## config.mk

```make
export PLATFORM = sky130hd
export DESIGN_NAME = seq_ptr_flags
export DESIGN_NICKNAME = d
export VERILOG_FILES = /design/src/rtl/seqp_pkg.sv /design/src/rtl/seqp_cfg_regs.sv /design/src/rtl/seqp_pointer.sv /design/src/rtl/seqp_eob_flag.sv /design/src/rtl/seqp_access.sv /design/src/rtl/seq_ptr_flags.sv
export SDC_FILE = /design/constraint.sdc
export NUM_CORES = 1
export LEC_CHECK = 0
export BUFFER_PORTS_ARGS = -buffer_cell sky130_fd_sc_hd__buf_2
export CAP_MARGIN = 30
export CORE_ASPECT_RATIO = 0.6
export CORE_MARGIN = 5
export CORE_UTILIZATION = 56
export CTS_CLUSTER_DIAMETER = 60
export DETAILED_ROUTE_END_ITERATION = 7
export PLACE_DENSITY_LB_ADDON = 0.1
export SYNTH_ARGS = -nofsm -noshare
export SYNTH_HDL_FRONTEND = slang
export SYNTH_HIERARCHICAL = 1
export SYNTH_SLANG_ARGS = --single-unit
```

## constraint.sdc

```tcl
create_clock -name clk -period 2.9 [get_ports clk]
set_clock_uncertainty 0.15 [all_clocks]
set_input_delay 0.87 -clock clk [delete_from_list [all_inputs] [get_ports clk]]
set_output_delay 0.87 -clock clk [all_outputs]
set_load 0.01 [all_outputs]
```

## src/rtl/seqp_pkg.sv

```systemverilog
package seqp_pkg;
    localparam int NBUF = 2;

    typedef enum logic [2:0] {
        SEL_START1 = 3'd0,
        SEL_END1   = 3'd1,
        SEL_START2 = 3'd2,
        SEL_END2   = 3'd3,
        SEL_CTRL   = 3'd5
    } cfg_sel_e;
endpackage

```

## src/rtl/seqp_cfg_regs.sv

```systemverilog
module seqp_cfg_regs
    import seqp_pkg::*;
#(
    parameter int AW = 12
) (
    input  logic                     clk,
    input  logic                     rst_n,
    input  logic                     cfg_we,
    input  logic [2:0]               cfg_sel,
    input  logic [AW-1:0]            cfg_wdata,
    output logic [NBUF-1:0][AW-1:0]  start_addr,
    output logic [NBUF-1:0][AW-1:0]  end_addr,
    output logic [NBUF-1:0]          flag_clr
);
    typedef struct packed {
        logic [NBUF-1:0][AW-1:0] st;
        logic [NBUF-1:0][AW-1:0] en;
    } cfg_t;

    cfg_t cfg_d, cfg_q;

    always_comb begin
        cfg_d    = cfg_q;
        flag_clr = '0;
        if (cfg_we) begin
            for (int k = 0; k < NBUF; k++) begin
                if (cfg_sel == 3'(2 * k))     cfg_d.st[k] = cfg_wdata;
                if (cfg_sel == 3'(2 * k + 1)) cfg_d.en[k] = cfg_wdata;
                if (cfg_sel == SEL_CTRL)      flag_clr[k] = !cfg_wdata[k];
            end
        end
    end

    always_ff @(posedge clk or negedge rst_n) begin
        if (!rst_n) cfg_q <= '0;
        else        cfg_q <= cfg_d;
    end

    assign start_addr = cfg_q.st;
    assign end_addr   = cfg_q.en;
endmodule

```

## src/rtl/seqp_pointer.sv

```systemverilog
module seqp_pointer
    import seqp_pkg::*;
#(
    parameter int AW = 12
) (
    input  logic                     clk,
    input  logic                     rst_n,
    input  logic                     cnt_n,
    input  logic                     ld_n,
    input  logic [NBUF-1:0]          jmp_n,
    input  logic [AW-1:0]            ld_val,
    input  logic [NBUF-1:0][AW-1:0]  start_addr,
    output logic [AW-1:0]            ptr,
    output logic                     ld_pend,
    output logic                     inc_go,
    output logic [AW-1:0]            inc_val
);
    typedef struct packed {
        logic [AW-1:0] ptr;
        logic [AW-1:0] dreg;
        logic          pend;
    } pst_t;

    pst_t p_d, p_q;
    logic          jump_hit;
    logic [AW-1:0] jump_val;

    // lowest-numbered asserted strobe wins: scan down, last match kept
    always_comb begin
        jump_hit = 1'b0;
        jump_val = '0;
        for (int k = NBUF - 1; k >= 0; k--) begin
            if (!jmp_n[k]) begin
                jump_hit = 1'b1;
                jump_val = start_addr[k];
            end
        end
    end

    always_comb begin
        p_d      = p_q;
        p_d.pend = !ld_n;
        if (!ld_n) p_d.dreg = ld_val;
        inc_val  = p_q.ptr + 1'b1;
        inc_go   = 1'b0;
        if (p_q.pend) begin
            p_d.ptr = p_q.dreg;
        end else if (jump_hit) begin
            p_d.ptr = jump_val;
        end else if (!cnt_n) begin
            p_d.ptr = inc_val;
            inc_go  = 1'b1;
        end
    end

    always_ff @(posedge clk or negedge rst_n) begin
        if (!rst_n) p_q <= '0;
        else        p_q <= p_d;
    end

    assign ptr     = p_q.ptr;
    assign ld_pend = p_q.pend;
endmodule

```

## src/rtl/seqp_eob_flag.sv

```systemverilog
module seqp_eob_flag #(
    parameter int AW = 12
) (
    input  logic          clk,
    input  logic          rst_n,
    input  logic          inc_go,
    input  logic [AW-1:0] inc_val,
    input  logic [AW-1:0] end_addr,
    input  logic          clr,
    output logic          flag_n
);
    logic flag_n_d, flag_n_q;
    logic hit;

    always_comb begin
        hit      = inc_go && (inc_val == end_addr);
        flag_n_d = flag_n_q;
        if (hit)      flag_n_d = 1'b0;
        else if (clr) flag_n_d = 1'b1;
    end

    always_ff @(posedge clk or negedge rst_n) begin
        if (!rst_n) flag_n_q <= 1'b1;
        else        flag_n_q <= flag_n_d;
    end

    assign flag_n = flag_n_q;
endmodule

```

## src/rtl/seqp_access.sv

```systemverilog
module seqp_access #(
    parameter int AW = 12,
    parameter int DW = 16
) (
    input  logic          clk,
    input  logic          rst_n,
    input  logic          cen_n,
    input  logic          rw,
    input  logic          oen_n,
    input  logic [AW-1:0] ptr,
    input  logic [DW-1:0] sdin,
    output logic          wr_stb,
    output logic          rd_stb,
    output logic [AW-1:0] acc_addr,
    output logic [DW-1:0] acc_wdata
);
    typedef struct packed {
        logic          wr;
        logic          rd;
        logic [AW-1:0] addr;
        logic [DW-1:0] wdata;
    } acc_t;

    acc_t a_d, a_q;

    always_comb begin
        a_d      = a_q;
        a_d.wr   = !cen_n && !rw;
        a_d.rd   = !cen_n && rw && !oen_n;
        a_d.addr = ptr;
        if (a_d.wr) a_d.wdata = sdin;
    end

    always_ff @(posedge clk or negedge rst_n) begin
        if (!rst_n) a_q <= '0;
        else        a_q <= a_d;
    end

    assign wr_stb    = a_q.wr;
    assign rd_stb    = a_q.rd;
    assign acc_addr  = a_q.addr;
    assign acc_wdata = a_q.wdata;
endmodule

```

## src/rtl/seq_ptr_flags.sv

```systemverilog
module seq_ptr_flags
    import seqp_pkg::*;
#(
    parameter int AW = 12,
    parameter int DW = 16
) (
    input  logic          clk,
    input  logic          rst_n,
    input  logic          cen_n,
    input  logic          rw,
    input  logic          oen_n,
    input  logic          cnt_n,
    input  logic          ld_n,
    input  logic          jmp1_n,
    input  logic          jmp2_n,
    input  logic [DW-1:0] sdin,
    input  logic          cfg_we,
    input  logic [2:0]    cfg_sel,
    input  logic [AW-1:0] cfg_wdata,
    output logic [AW-1:0] ptr,
    output logic [AW-1:0] acc_addr,
    output logic [DW-1:0] acc_wdata,
    output logic          wr_stb,
    output logic          rd_stb,
    output logic          eob1_n,
    output logic          eob2_n
);
    logic [NBUF-1:0][AW-1:0] start_addr;
    logic [NBUF-1:0][AW-1:0] end_addr;
    logic [NBUF-1:0]         flag_clr;
    logic [NBUF-1:0]         flag_n;
    logic                    ld_pend;
    logic                    inc_go;
    logic [AW-1:0]           inc_val;

    seqp_cfg_regs #(.AW(AW)) u_cfg (
        .clk(clk), .rst_n(rst_n), .cfg_we(cfg_we), .cfg_sel(cfg_sel),
        .cfg_wdata(cfg_wdata), .start_addr(start_addr), .end_addr(end_addr),
        .flag_clr(flag_clr)
    );

    seqp_pointer #(.AW(AW)) u_ptr (
        .clk(clk), .rst_n(rst_n), .cnt_n(cnt_n), .ld_n(ld_n),
        .jmp_n({jmp2_n, jmp1_n}), .ld_val(sdin[AW-1:0]),
        .start_addr(start_addr), .ptr(ptr), .ld_pend(ld_pend),
        .inc_go(inc_go), .inc_val(inc_val)
    );

    for (genvar g = 0; g < NBUF; g++) begin : g_flag
        seqp_eob_flag #(.AW(AW)) u_flag (
            .clk(clk), .rst_n(rst_n), .inc_go(inc_go), .inc_val(inc_val),
            .end_addr(end_addr[g]), .clr(flag_clr[g]), .flag_n(flag_n[g])
        );
    end

    seqp_access #(.AW(AW), .DW(DW)) u_acc (
        .clk(clk), .rst_n(rst_n), .cen_n(cen_n), .rw(rw), .oen_n(oen_n),
        .ptr(ptr), .sdin(sdin), .wr_stb(wr_stb), .rd_stb(rd_stb),
        .acc_addr(acc_addr), .acc_wdata(acc_wdata)
    );

    assign eob1_n = flag_n[0];
    assign eob2_n = flag_n[1];
endmodule

```

# Yosys cells after proc, flatten, opt, wreduce, memory -nomap -nowiden
# Cells that the tools add are included.
[op_classes]
addsub = 1
eq_ne = 7
n_reduce_logical = 18
mux = 17
[ops]
columns = ["operator", "n"]
rows = [
  ["two-way mux 12 bit", 5],
  ["equality test 12 bit", 2],
  ["adder 12 x 1 -> 12 bit (second input constant)", 1],
  ["two-way mux 1 bit", 11],
  ["AND reduction 2 bit", 4],
  ["equality test 3 x 2 -> 1 bit (second input constant)", 2],
  ["zero test 1 bit", 6],
  ["logical AND 1 bit", 5],
  ["nonzero test 2 bit", 2],
  ["equality test 3 x 1 -> 1 bit (second input constant)", 1],
  ["equality test 3 bit (second input constant)", 1],
  ["zero test 3 bit", 1],
  ["inequality test 3 x 1 -> 1 bit (second input constant)", 1],
  ["two-way mux 2 bit", 1],
]
[totals]
inputBits = 41
register_bits = 105
elab_cells = 56

# Depth between registers and ports, before layout
[depth]
ltp_word = 6
mapped_depth = 10

# Modules after synthesis
# Netlist, hierarchy kept.
[modules_own_cells]
columns = ["module", "area_per_inst_um2", "instances", "seq_area_each_um2", "cells_each"]
rows = [
  ["seqp_cfg_regs", 1960.6, 1, 1201.2, 107],
  ["seqp_pointer", 1672.9, 1, 625.6, 188],
  ["seqp_access", 1003.5, 1, 750.7, 49],
  ["seqp_eob_flag", 162.7, 2, 26.3, 18],
]

# Least setup slack after synthesis
# Ideal clock, no wire load.
[synth_path]
path_type = "register -> register"
start = "reg u_ptr.p_q (netlist bit u_ptr/ptr[2])"
end = "reg g_flag[0].u_flag.flag_n_q"
path_stages_with_launch = 10
synth_period_minus_slack_ns = 2.139
arrival_time_ns = 1.886
n_path_buf = 1
setup_slack_ns = 0.761
setup_time_ns = 0.103
path_cell_list = "dfrtp_1 > nand3_2 > or3_1 > buf_2 > nor2_1 > xor2_1 > xnor2_1 > nand4_1 > nor4_1 > a41oi_1"
[synth_via]
elab_chain_len = 4
word_cells_on_any_way = 5
classes_between = "1 x add/sub; 1 x eq/ne; 1 x mux; 2 x reduce/logical"
[synth_lines]
columns = ["element", "line_no", "text"]
rows = [
  ["start: declaration", "seqp_pointer.sv:24", "pst_t p_d, p_q;"],
  ["start signal: assignment", "seqp_pointer.sv:58", "else p_q <= p_d;"],
  ["adder 12 x 1 -> 12 bit *", "seqp_pointer.sv:44", "inc_val = p_q.ptr + 1'b1;"],
  ["net inc_val[9]", "seq_ptr_flags.sv:34", "logic [AW-1:0] inc_val;"],
  ["equality test 12 bit *", "seqp_eob_flag.sv:16", "hit = inc_go && (inc_val == end_addr);"],
  ["logical AND 1 bit *", "seqp_eob_flag.sv:16", ""],
  ["two-way mux 1 bit / nonzero test 2 bit (equally long branches)", "n/a", ""],
  ["end signal: assignment", "seqp_eob_flag.sv:24", "else flag_n_q <= flag_n_d;"],
  ["end: declaration", "seqp_eob_flag.sv:12", "logic flag_n_d, flag_n_q;"],
]
# The timed path passes the listed nets; every way through them passes the cells marked *.
# A chain may end at the register's enable or synchronous reset.

# Worst setup path in the final report
[layout_path]
start = "reg u_ptr.p_q (netlist bit u_ptr/ptr[0])"
end = "reg g_flag[0].u_flag.flag_n_q"
# Same word-level chain as after synthesis.

==> flow_metrics.py <==
metrics = {
    "clock_tree": {
        "root_buffer": "clkbuf_16",
        "clk_path_buf_depth": 2,
        "hold_buffers": 0,
        "cts_made_buffers": 9,
        "clk_latency_ns": 0.35,
        "cts.repair.resized": 0,
        "cts.sinks": 105,
        "cts_setup_buffers": 0,
        "clkTransAtPathRegs_ns": 0.07,
        "htree_levels": 3,
        "cts_tree": "built",
    },
    "yosys": {
        "synth_area_leaders": "dfrtp_1 52%, mux2_2 10%, mux2_4 9.7%",
        "ys_seq_elements": 105,
        "syn-cell-area_um2": 4962,
        "synth-simple-area-share_pct": 9.632,
        "synth_top_cell_by_area": "dfrtp_1",
        "syn_nets": 422,
        "async_flop_share_pct": 100.0,
        "synth_top_family_by_area": "multiplexers",
        "ys_seq_area_share_pct": 53.00,
        "yosysTopAreaCellShare_pct": 51.94,
        "synth_cells": 380,
        "synth_xor_area_share_pct": 6.001,
        "synth.most_common_cell": "dfrtp_1",
        "synth_fa_ha_area_share_pct": 0.2521,
        "synth-edff-count": 0,
        "yosysUniqueCellTypes": 60,
        "syn_avg_cell_area_um2": 13.06,
        "muxShareOfSynthArea_pct": 20.07,
        "ys_top_cells_by_count": "103 x dfrtp_1, 44 x mux2_2, 32 x mux2_4",
        "synth_compound_area_share_pct": 6.228,
        "synth_ff_type": "dfrtp_1",
        "yosys_warnings": 6,
    },
    "power_and_ir_drop": {
        "cellPowerDensity_nw_per_um2": 687.8,
        "p_comb_share_pct": 21.1,
        "p_seq_share_pct": 49.7,
        "p_sw_mw": 1.101,
        "p_total_mw": 3.893,
        "p_int_mw": 2.792,
        "swShare_pct": 28.28,
        "peakVddDrop_mv": 0.3575,
        "power_leakage_nw": 2.595,
        "clkPwrFrac_pct": 29.3,
    },
    "timing": {
        "tightest_slew_ns": 0.6054,
        "drv_slew": 0,
        "finalWorstSetupSlack_ns": 0.2057,
        "rsz0062_at_grt": "false",
        "setup_viol": 0,
        "hold_viol": 0,
        "max_freq_ghz": 0.3711,
        "tns_ns": 0,
        "post-route-period-util_pct": 92.91,
        "relSlewSlack_pct": 59.54,
        "period_needed_ns": 2.694,
    },
    "route": {
        "wl_per_cell_um": 20.12,
        "antenna_left": 0,
        "route.detailed.drc": 0,
        "first_pass_iters": 5,
        "viasPerCell": 5.799,
        "vias": 3294,
        "drtIter0Drc": 229,
        "wirelength_um": 11430,
    },
    "layout": {
        "seqCellArea_um2": 2630,
        "fill_cells": 652,
        "layout.cells.non_filler": 568,
        "multi_input_area_um2": 2107,
        "final_util_pct": 65.91,
        "drive_gt1_share_pct": 41.45,
        "syn_to_final_growth_pct": 14.07,
        "final_nets": 493,
        "antennaDiodeCount": 0,
    },
    "die": {
        "coreArea_um2": 8588,
        "die_w_um": 131.5,
        "initial_core_util_pct": 57.78,
        "rows": 26,
        "die_area_um2": 10910,
        "io_pins": 85,
        "die_h_um": 82.92,
    },
    "critical_path": {
        "slowest_delay_ns": 0.52,
        "cp-end-kind": "flop",
        "path_buf_inv": 0,
        "path_delay_family": "simple AND/OR/NAND/NOR gates",
        "path_class": "reg -> reg",
        "crit_start": "u_ptr/ptr[0]$_DFFE_PN0P_",
        "crit_chain": "ha_1 -> nand4_1 -> or2_1 -> xnor2_2 -> xor2_1 -> nor4_1 -> a41oi_1",
        "r2r-start": "u_ptr/ptr[0]$_DFFE_PN0P_",
        "r2r_cells": 7,
        "crit_slowest_cell": "dfrtp_1",
        "cp_max_fo": 8,
        "endpoint": "g_flag[0].u_flag/flag_n$_DFFE_PN1P_",
        "cp-start-kind": "flop",
        "rrSetupSlack_ns": 0.21,
        "arrival_ns": 2.79,
        "required_ns": 2.99,
        "regToRegEndpoint": "g_flag[0].u_flag/flag_n$_DFFE_PN1P_",
        "crit_cells": 7,
    },
    "place": {
        "numPortBuffers": 84,
        "gp_congestion": 0.8797,
        "placed_cells": 552,
        "dp_hpwl_um": 8365,
        "dp_slack_ns": 0.1205,
    },
    "global_route": {
        "antenna_found_initial": 0,
        "grt_pass1_vias": 3450,
        "grt_max_degree": 52,
        "grt_remaining_overflow": 0,
        "gr-usage-all-layers_pct": 21.47,
        "grt_pass1_wl_um": 18560,
    },
    "flow_run": {
        "drv_cap": 0,
    },
    "outcome": {
        "run_status": "finished, final reports clean",
    },
    "worst_hold_path": {
        "hp-class": "reg -> reg",
    },
}
layout make-up:
class / instances / share of cell area [%]
Clock inverter: 2 / 0.2210
Inverter: 9 / 0.5968
Multi-Input combinational cell: 237 / 37.22
Sequential cell: 105 / 46.46
Tap cell: 112 / 2.476
Clock buffer: 14 / 4.664
Timing Repair Buffer: 89 / 8.355
flip-flops by register name (all words and copies together), names as in the netlist:
signal                flops
u_ptr/ptr                12
u_cfg/start_addr         24
u_acc/acc_wdata          16
u_acc/acc_addr           12
u_acc/rd_stb              1
g_flag.u_flag/flag_n      2
u_cfg/end_addr           24
u_ptr/ld_pend             1
u_acc/wr_stb              1
u_ptr/p_q                12
cells in the final DEF (no fill, tap or decap), types with 7 or more instances in the layout:
cell type    n
dfrtp_1    103
buf_2       83
mux2_2      44
mux2_4      32
xor2_1      18
nor2_1      18
xnor2_1     15
a21oi_1     11
clkbuf_16    9
nand2_1      9
inv_1        8
nor3_1       8
nor2b_1      7
metrics by stage:
step / area (um2) / hold WS [ns]
after floorplan: 4962 / 0.2962
after global placement: 5370 / 0.3059
after detailed placement: 5370 / 0.3042
after CTS: 5647 / 0.3201
after global routing: 5660 / 0.3440
final: 5660 / 0.3316
logic make-up (layout without fill, tap and decap cells):
group | after synthesis | after routing
AO/OA/AOI/OAI | 44 | 44
XOR/XNOR | 34 | 34
adder cells (fa/ha/maj) | 1 | 1
buffers and inverters | 38 | 114
flip-flops | 105 | 105
multiplexers | 78 | 78
AND/OR/NAND/NOR | 80 | 80
worst min-delay path by stage:
stage / start / end / cells after the start
floorplan: u_ptr/p_q[1]$_DFFE_PN0N_ / u_ptr/ptr[0]$_DFFE_PN0P_ / 2
global placement: u_ptr/ptr[11]$_DFFE_PN0P_ / u_acc/acc_addr[11]$_DFF_PN0_ / 0
detailed placement: u_ptr/ptr[11]$_DFFE_PN0P_ / u_acc/acc_addr[11]$_DFF_PN0_ / 0
CTS: u_ptr/ptr[11]$_DFFE_PN0P_ / u_acc/acc_addr[11]$_DFF_PN0_ / 0
global route: u_ptr/ptr[11]$_DFFE_PN0P_ / u_acc/acc_addr[11]$_DFF_PN0_ / 0
finish: u_ptr/ptr[11]$_DFFE_PN0P_ / u_acc/acc_addr[11]$_DFF_PN0_ / 0
worst reg2reg max path, stage by stage, from the launching register on:
cell,delay [ns]
dfrtp_1,0.52
ha_1,0.28
nand4_1,0.28
or2_1,0.34
xnor2_2,0.30
xor2_1,0.11
nor4_1,0.43
a41oi_1,0.19
power groups by stage:
stage / Combinational (mW) / Clock (mW) / Sequential [mW]
after floorplan: 0.568 / 0 / 1.91
after global placement: 0.794 / 0 / 1.95
after detailed placement: 0.811 / 0 / 1.95
after CTS: 0.815 / 1.16 / 1.93
after global routing: 0.890 / 1.22 / 1.97
final: 0.820 / 1.14 / 1.93
per-layer routing:
| metal | vias to the layer above | GRT usage, % | share of wire (%) |
|---|---|---|---|
| met3 | 11 | 8.092 | 9.0 |
| met4 | 0 | 5.696 | 0.82 |
| met5 | - | 0 | 0 |
| met2 | 138 | 30.80 | 44 |
| li1 | 1478 | - | - |
| met1 | 1667 | 30.72 | 46 |
Power figures use the tool's default switching activity.
